$ cat src/rtl/hb_pkg.sv
package hb_pkg;
  typedef enum logic [1:0] {
    LEG_OFF = 2'd0,
    LEG_HI  = 2'd1,
    LEG_LO  = 2'd2
  } leg_e;

  typedef enum logic {
    PH_DRIVE = 1'b0,
    PH_DECAY = 1'b1
  } phase_e;

  localparam logic [1:0] DK_SLOW = 2'b00;
  localparam logic [1:0] DK_FAST = 2'b11;
endpackage

$ cat src/rtl/hb_period_timer.sv
module hb_period_timer #(
  parameter int unsigned PERIOD_CYC = 40,
  parameter int unsigned BLANK_CYC  = 15,
  parameter int unsigned MIX_CYC    = 30
) (
  input  logic clk_i,
  input  logic rst_ni,
  output logic last_o,
  output logic sense_en_o,
  output logic late_o
);
  localparam int unsigned CW = (PERIOD_CYC > 1) ? $clog2(PERIOD_CYC) : 1;

  logic [CW-1:0] cnt_q;

  assign last_o     = (cnt_q == CW'(PERIOD_CYC - 1));
  assign sense_en_o = (cnt_q >= CW'(BLANK_CYC));
  assign late_o     = (cnt_q >= CW'(MIX_CYC));

  always_ff @(posedge clk_i or negedge rst_ni) begin
    if (!rst_ni)     cnt_q <= '0;
    else if (last_o) cnt_q <= '0;
    else             cnt_q <= cnt_q + CW'(1);
  end
endmodule

$ cat src/rtl/hb_chop_fsm.sv
module hb_chop_fsm
  import hb_pkg::*;
(
  input  logic   clk_i,
  input  logic   rst_ni,
  input  logic   last_i,
  input  logic   sense_en_i,
  input  logic   ilim_i,
  input  logic   izero_i,
  output phase_e phase_o,
  output logic   zero_o
);
  phase_e phase_q, phase_d;
  logic   zero_q, zero_d;

  always_comb begin
    phase_d = phase_q;
    zero_d  = zero_q;
    if (last_i) begin
      phase_d = PH_DRIVE;
      zero_d  = 1'b0;
    end else begin
      if (phase_q == PH_DRIVE && sense_en_i && ilim_i) phase_d = PH_DECAY;
      if (phase_q == PH_DECAY && izero_i)              zero_d  = 1'b1;
    end
  end

  always_ff @(posedge clk_i or negedge rst_ni) begin
    if (!rst_ni) begin
      phase_q <= PH_DRIVE;
      zero_q  <= 1'b0;
    end else begin
      phase_q <= phase_d;
      zero_q  <= zero_d;
    end
  end

  assign phase_o = phase_q;
  assign zero_o  = zero_q;
endmodule

$ cat src/rtl/hb_leg_request.sv
module hb_leg_request
  import hb_pkg::*;
(
  input  logic       in1_i,
  input  logic       in2_i,
  input  phase_e     phase_i,
  input  logic       zero_i,
  input  logic       late_i,
  input  logic [1:0] decay_sel_i,
  output leg_e       req1_o,
  output leg_e       req2_o
);
  logic mixed, slow_now;

  assign mixed    = (decay_sel_i != DK_SLOW) && (decay_sel_i != DK_FAST);
  assign slow_now = (decay_sel_i == DK_SLOW) || (mixed && late_i);

  always_comb begin
    if (in1_i == in2_i) begin
      req1_o = in1_i ? LEG_HI : LEG_LO;
      req2_o = req1_o;
    end else if (phase_i == PH_DRIVE) begin
      req1_o = in1_i ? LEG_HI : LEG_LO;
      req2_o = in2_i ? LEG_HI : LEG_LO;
    end else if (slow_now) begin
      req1_o = LEG_LO;
      req2_o = LEG_LO;
    end else if (zero_i) begin
      req1_o = LEG_OFF;
      req2_o = LEG_OFF;
    end else begin
      // fast decay: bridge reversed
      req1_o = in1_i ? LEG_LO : LEG_HI;
      req2_o = in2_i ? LEG_LO : LEG_HI;
    end
  end
endmodule

$ cat src/rtl/hb_leg_deadtime.sv
module hb_leg_deadtime
  import hb_pkg::*;
#(
  parameter int unsigned DEAD_CYC = 2
) (
  input  logic clk_i,
  input  logic rst_ni,
  input  leg_e req_i,
  output logic hs_o,
  output logic ls_o
);
  localparam int unsigned DW = $clog2(DEAD_CYC + 1);

  leg_e          cur_q, cur_d;
  logic [DW-1:0] off_q, off_d;

  always_comb begin
    cur_d = cur_q;
    off_d = off_q;
    if (cur_q != LEG_OFF) begin
      if (req_i != cur_q) begin
        cur_d = LEG_OFF;
        off_d = DW'(1);
      end
    end else begin
      if (off_q < DW'(DEAD_CYC)) off_d = off_q + DW'(1);
      if (req_i != LEG_OFF && off_q >= DW'(DEAD_CYC)) cur_d = req_i;
    end
  end

  always_ff @(posedge clk_i or negedge rst_ni) begin
    if (!rst_ni) begin
      cur_q <= LEG_OFF;
      off_q <= DW'(DEAD_CYC);
    end else begin
      cur_q <= cur_d;
      off_q <= off_d;
    end
  end

  assign hs_o = (cur_q == LEG_HI);
  assign ls_o = (cur_q == LEG_LO);
endmodule

$ cat src/rtl/hb_chop_ctrl.sv
module hb_chop_ctrl
  import hb_pkg::*;
#(
  parameter int unsigned CLK_MHZ    = 4,
  parameter int unsigned PERIOD_CYC = 40,
  parameter int unsigned DEAD_CYC   = 2
) (
  input  logic       clk_i,
  input  logic       rst_ni,
  input  logic       in1_i,
  input  logic       in2_i,
  input  logic       ilim_i,
  input  logic       izero_i,
  input  logic [1:0] decay_sel_i,
  output logic       hs1_o,
  output logic       ls1_o,
  output logic       hs2_o,
  output logic       ls2_o
);
  localparam int unsigned BLANK_NS  = 3750;
  localparam int unsigned BLANK_CYC = (CLK_MHZ * BLANK_NS + 999) / 1000;
  localparam int unsigned MIX_CYC   = (PERIOD_CYC * 3) / 4;
  localparam int unsigned N_LEG     = 2;

  logic   last, sense_en, late, zero;
  phase_e phase;
  leg_e   req [N_LEG];
  logic   hs  [N_LEG];
  logic   ls  [N_LEG];

  hb_period_timer #(
    .PERIOD_CYC (PERIOD_CYC),
    .BLANK_CYC  (BLANK_CYC),
    .MIX_CYC    (MIX_CYC)
  ) u_timer (
    .clk_i      (clk_i),
    .rst_ni     (rst_ni),
    .last_o     (last),
    .sense_en_o (sense_en),
    .late_o     (late)
  );

  hb_chop_fsm u_fsm (
    .clk_i      (clk_i),
    .rst_ni     (rst_ni),
    .last_i     (last),
    .sense_en_i (sense_en),
    .ilim_i     (ilim_i),
    .izero_i    (izero_i),
    .phase_o    (phase),
    .zero_o     (zero)
  );

  hb_leg_request u_req (
    .in1_i       (in1_i),
    .in2_i       (in2_i),
    .phase_i     (phase),
    .zero_i      (zero),
    .late_i      (late),
    .decay_sel_i (decay_sel_i),
    .req1_o      (req[0]),
    .req2_o      (req[1])
  );

  for (genvar g = 0; g < N_LEG; g++) begin : g_leg
    hb_leg_deadtime #(.DEAD_CYC(DEAD_CYC)) u_dt (
      .clk_i  (clk_i),
      .rst_ni (rst_ni),
      .req_i  (req[g]),
      .hs_o   (hs[g]),
      .ls_o   (ls[g])
    );
  end

  assign hs1_o = hs[0];
  assign ls1_o = ls[0];
  assign hs2_o = hs[1];
  assign ls2_o = ls[1];
endmodule

$ cat config.mk
export PLATFORM = sky130hd
export DESIGN_NAME = hb_chop_ctrl
export DESIGN_NICKNAME = d
export VERILOG_FILES = /design/src/rtl/hb_pkg.sv /design/src/rtl/hb_period_timer.sv /design/src/rtl/hb_chop_fsm.sv /design/src/rtl/hb_leg_request.sv /design/src/rtl/hb_leg_deadtime.sv /design/src/rtl/hb_chop_ctrl.sv
export SDC_FILE = /design/constraint.sdc
export NUM_CORES = 1
export LEC_CHECK = 0
export ABC_AREA = 1
export ABC_CLOCK_PERIOD_IN_PS = 4400
export CELL_PAD_IN_SITES_DETAIL_PLACEMENT = 1
export CELL_PAD_IN_SITES_GLOBAL_PLACEMENT = 2
export CORE_MARGIN = 1
export CORE_UTILIZATION = 35
export CTS_BUF_LIST = sky130_fd_sc_hd__clkbuf_8
export DETAILED_ROUTE_END_ITERATION = 8
export PLACE_DENSITY_LB_ADDON = 0.1
export SYNTH_ARGS = -nofsm -noshare
export SYNTH_HDL_FRONTEND = slang
export SYNTH_SLANG_ARGS = --single-unit
$ cat constraint.sdc
create_clock -name clk_i -period 4.4 [get_ports clk_i]
set_input_delay 0.44 -clock clk_i [delete_from_list [all_inputs] [get_ports clk_i]]
set_output_delay 0.44 -clock clk_i [all_outputs]
set_load 0.05 [all_outputs]
-- Word level (Yosys, flattened, before mapping)
Cells that the tools add are included.
- flip-flop bits (word level): 16
- bits of input ports: 8
- output and inout port bits: 4
- logic and storage cells: 81
- add/sub/neg operators: 3
- order comparisons: 6
- equality and inequality tests: 11
- muxes and demuxes: 29
- bitwise gates (word level): 1
- reductions and logical operators: 24
- operators with widths (operator ; count):
    2-bit 2-to-1 mux ; 24
    2-bit nonzero test ; 11
    2-bit AND reduction ; 4
    1-bit logical AND ; 7
    6-bit by 1-bit adder with 6-bit output, second input constant ; 1
    6-bit equality test, second input constant ; 1
    6-bit by 4-bit greater-or-equal comparator with 1-bit output, second input constant ; 1
    6-bit by 5-bit greater-or-equal comparator with 1-bit output, second input constant ; 1
    6-bit 2-to-1 mux ; 1
    2-bit inequality test, second input constant ; 3
    2-bit by 1-bit adder with 2-bit output, second input constant ; 2
    2-bit by 1-bit equality test with 1-bit output, second input constant ; 2
    2-bit equality test, second input constant ; 2
    2-bit greater-or-equal comparator, second input constant ; 2
    2-bit less-than comparator, second input constant ; 2
    1-bit 2-to-1 mux ; 4
    2-bit inequality test ; 2
    2-bit logical NOT ; 1
    1-bit equality test ; 1
    1-bit logical OR ; 1
    1-bit inverter ; 1

-- Longest topological paths before layout
- depth in word-level cells: 11
- depth in mapped cells: 13
- mapped depth without buffers: 13

-- Hierarchy
A second synthesis with hierarchy kept.
- cell total of the unflattened synthesis: 163
- area, all modules: 1084.8 µm²
- modules (own cells, without submodules) (module ; times used ; cells each ; area each (µm²) ; sequential area each (µm²)):
    hb_leg_deadtime ; 2 ; 43 ; 270.3 ; 101.3
    hb_period_timer ; 1 ; 39 ; 326.6 ; 150.1
    hb_leg_request ; 1 ; 30 ; 135.1 ; 0.0
    hb_chop_fsm ; 1 ; 8 ; 82.6 ; 50.0

-- Least setup slack after synthesis
OpenSTA, ideal clock, no wires.
- path type: flip-flop to flip-flop
- from: reg g_leg[1].u_dt.cur_q[0]
- to: reg g_leg[1].u_dt.cur_q[0]
- setup time: 0.117 ns
- arrival time: 1.555 ns
- required time: 4.283 ns
- path slack: 2.728 ns
- cell stages (with the launch flop): 8
- path buffers: 0
- period minus slack after synthesis: 1.672 ns
- path through: dfrtp_1 -> inv_1 -> nor2_1 -> nand3_1 -> nand2_2 -> nor2_4 -> nand3_1 -> nand2_1
- longest elaborated chain between the ends: 3
- elaborated cells between the ends (all ways): 6
- classes of those cells: eq/ne (2); mux (1); reduce/logical (3)
- ends and longest elaborated chain (item ; line ; text):
    start: declaration ; hb_leg_deadtime.sv:14 ; leg_e cur_q, cur_d;
    start signal: assignment ; hb_leg_deadtime.sv:36 ; cur_q <= cur_d;
    2-bit inequality test / 2-bit nonzero test (equally long branches) ; hb_leg_deadtime.sv:21, hb_leg_deadtime.sv:20 ;
    2-bit inequality test (no source line) / 2-bit nonzero test (equally long branches) ; n/a ;
    2-bit AND reduction (no source line) ; n/a ;
Parallel ways exist; a longest one is shown, timed or not.
A chain may end at the register's enable or synchronous reset.

-- Worst setup path after layout
- from: reg g_leg[1].u_dt.cur_q[1]
- to: out ls2_o
- longest elaborated chain between the ends: 1
- ends and longest elaborated chain (item ; line ; text):
    2-bit equality test ; hb_leg_deadtime.sv:42 ; assign ls_o = (cur_q == LEG_LO);
    end: declaration ; hb_chop_ctrl.sv:18 ; output logic ls2_o
No other way between the ends.

==> out/metrics.csv <==
stage;metric;value;unit
floorplan;ios;12;
clock_tree;clk_latency;0.25;ns
worst_setup_path;r2r_cells;12;
power;comb_power_share;0.502;
clock_tree;post_cts_resized;0;
run;max_cap_viol_count;0;
timing;slew_headroom;0.474;
placed_design;hpwl;1.86;mm
yosys;avgSynthCellArea;7.45;um^2
clock_tree;post_cts_buffers;0;
yosys;synthTopCellsByArea;dfrtp_1, nand2_1, nand3_1, inv_1, ha_1;
timing;finalCriticalPeriod;2.20;ns
global_route;grt_pass1_vias;967;
final_layout;seqCellArea;403;um^2
clock_tree;clk_pin_slew;0.07;ns
global_route;grt_overflow;0;
timing;whs;0.485;ns
yosys;yosysWarningCount;0;
worst_hold_path;hold_depth;1;
outcome;violations;design-rule violations;
yosys;yosysTopAreaCellShare;0.327;
worst_setup_path;r2r_slack;2.66;ns
clock_tree;cts_tree;yes;
floorplan;rows;19;
floorplan;start_util;0.379;
floorplan;dieArea;0.00329;mm^2
final_layout;insertedDiodeCount;0;
yosys;yosysUniqueCellTypes;19;
power;p_switching;0.000304;W
floorplan;die_h;57.4;um
floorplan;coreArea;0.00283;mm^2
final_layout;fill_cells;367;
yosys;ys_ff_latch;16;
global_route;antenna_found_initial;0;
worst_setup_path;worst-setup-path-type;reg -> out;
power;ir_worst_vdd;337;uV
timing;finalSetupViolCount;0;
global_route;grt_max_degree;17;
worst_hold_path;hp-class;reg -> reg;
final_layout;final_nets;173;
global_route;met3_usage;0.0204;
yosys;synth_seq_area_share;0.376;
final_layout;multi_input_comb_area;583;um^2
worst_hold_path;hold_end;u_timer.cnt_q[0];
clock_tree;root_buffer;clkbuf_8;
drt;drc;7;
clock_tree;holdBufCountCts;0;
yosys;synthCells;144;
worst_setup_path;worstReg2RegEnd;g_leg[1].u_dt.cur_q[0];
worst_hold_path;min_from;u_timer.cnt_q[0];
clock_tree;cts_buffer_depth;2;
timing;report.final.slew_viol_count;0;
timing;skew;0.00796;ns
drt;postRouteAntennaNets;0;
worst_setup_path;crit_path_max_fanout;5;
worst_setup_path;path_delay_family;buffers and inverters;
clock_tree;cts_buffers;3;
global_route;grt_pass1_wl;4.18;mm
worst_setup_path;startpoint_type;register;
drt;first_pass_iters;6;
worst_setup_path;crit_required;3.96;ns
timing;fin_crit_sh;0.500;
yosys;yosysTopAreaCell;dfrtp_1;
global_route;grtUsageMet1;0.226;
power;clkPwrFrac;0.164;
drt;vias;946;
final_layout;drive_gt1_frac;0.170;
global_route;use_met2;0.257;
worst_setup_path;cp_num_buf_inv;2;
timing;finalHoldViolations;0;
drt;wl_per_cell;12.5;um
power;internal_power;0.000380;W
timing;rsz0062_at_grt;false;
floorplan;die_x;57.4;um
power;powerDensity;540;mW/mm^2
worst_setup_path;critical_path_arrival;1.76;ns
power;p_seq_frac;0.333;
power;p_leak;0.645;nW
yosys;synthesis.nets;157;
drt;wirelength;2.37;mm
placed_design;place.gp.congestion;0.778;
worst_setup_path;max_stage_delay;0.85;ns
outcome;outcome;finished, violations left;
worst_setup_path;timing.rr.start;u_timer.cnt_q[0];
yosys;syn-cell-area;0.00107;mm^2
worst_setup_path;cp.depth;3;
worst_setup_path;cp-end-kind;output pin;
final_layout;area_delta_synth_final;18.1;%
timing;tightest_slew;0.787;ns
timing;clock.fmax;455;MHz
placed_design;port_buffers;11;
drt;viasPerCell;4.98;
global_route;grt.busiest_layer;met2;
drt;drt-initial-drc-count;27;
worst_setup_path;slowest_stage;clkdlybuf4s50_1;
clock_tree;h-tree-depth;1;
clock_tree;clock_sinks;16;
global_route;grt_usage;0.166;
power;p_sw_frac;0.445;
worst_setup_path;cp_cell_sequence;inv_1 > nor2_1 > clkdlybuf4s50_1;
timing;tns;0;ns
## kinds of logic (layout without fill, tap and decap cells)
logic type	count (synthesis)	in the layout	synth area share
XOR/XNOR	2	2	0.0163
flip-flops	16	16	0.376
adder cells (fa/ha/maj)	5	5	0.0583
AO/OA/AOI/OAI	13	13	0.0665
AND/OR/NAND/NOR	85	85	0.403
buffers and inverters	23	38	0.0805
## flip-flops by register name, indices dropped and copies added (netlist names)
| signal | cells |
|---|---|
| u_timer.cnt_q | 6 |
| u_fsm.phase_o | 1 |
| g_leg.u_dt.cur_q | 4 |
| u_fsm.zero_o | 1 |
| g_leg.u_dt.off_q | 4 |
## cell usage after synthesis
| cell type | instances |
|---|---|
| nand2_1 | 28 |
| inv_1 | 23 |
| nand3_1 | 19 |
| dfrtp_1 | 14 |
| nor2_1 | 12 |
| a21oi_1 | 10 |
| nand2_2 | 10 |
| ha_1 | 5 |
| nand3_2 | 4 |
| nor3_1 | 4 |
| or2_2 | 4 |
| dfstp_2 | 2 |
| nor2_4 | 2 |
| xor2_1 | 2 |
| nand4_1 | 1 |
| nor3_2 | 1 |
| o21ai_0 | 1 |
| o21ai_1 | 1 |
| o21bai_2 | 1 |
## cells in the final DEF (no fill, tap or decap)
cell type        instances
o21ai_0                  1
nand3_1                 19
a21oi_1                 10
o21bai_2                 1
nand4_1                  1
nor2_4                   2
xor2_1                   2
inv_1                   24
dfstp_2                  2
nor3_2                   1
o21ai_1                  1
nand2_1                 28
clkdlybuf4s50_1         11
ha_1                     5
dfrtp_1                 14
clkbuf_8                 3
nand3_2                  4
or2_2                    4
nor2_1                  12
nand2_2                 10
nor3_1                   4
## per-layer routing
metal | vias to the layer above | wire, um
li1 | 490 | -
met1 | 439 | 1240
met2 | 12 | 1020
met3 | 5 | 65
met4 | 0 | 48
met5 | - | 0
## power groups by stage
stage	Sequential, W	Clock (W)	Combinational [W]
floorplan	0.000220	0	0.000263
detailed placement	0.000231	0	0.000347
global route	0.000235	0.000126	0.000391
finish	0.000228	0.000113	0.000344
global placement	0.000228	0	0.000336
CTS	0.000228	0.000122	0.000349
## worst max-delay path by stage
stage	startpoint	to	slack, ns
2_1_floorplan	g_leg[1].u_dt.cur_q[0]	g_leg[1].u_dt.cur_q[0]	2.73
3_3_place_gp	decay_sel_i[0]	g_leg[1].u_dt.cur_q[1]	2.28
3_5_place_dp	decay_sel_i[0]	g_leg[1].u_dt.cur_q[0]	2.26
4_1_cts	g_leg[1].u_dt.cur_q[1]	ls2_o	2.17
5_1_grt	g_leg[1].u_dt.cur_q[1]	ls2_o	2.13
6_report	g_leg[1].u_dt.cur_q[1]	ls2_o	2.20
## through the flow
step / area [um^2] / total power (W) / setup WS [ns] / util / instances
2_1_floorplan: 1070 / 0.000483 / 2.73 / - / 144
3_3_place_gp: 1220 / 0.000564 / 2.28 / 0.432 / 186
3_5_place_dp: 1220 / 0.000578 / 2.26 / 0.432 / 186
4_1_cts: 1270 / 0.000699 / 2.17 / 0.448 / 190
5_1_grt: 1270 / 0.000751 / 2.13 / 0.448 / 190
6_report: 1270 / 0.000684 / 2.20 / 0.448 / 190
## area by class of cell
| type | count | area share |
|---|---|---|
| flip-flops and latches | 16 | 0.318 |
| repair buffers | 11 | 0.0870 |
| inverters | 23 | 0.0682 |
| clock buffers | 3 | 0.0326 |
| clock inverters | 1 | 0.00296 |
| well taps | 31 | 0.0306 |
| multi-input cells | 105 | 0.460 |
Note: power is estimated with default switching activity, not from simulation.
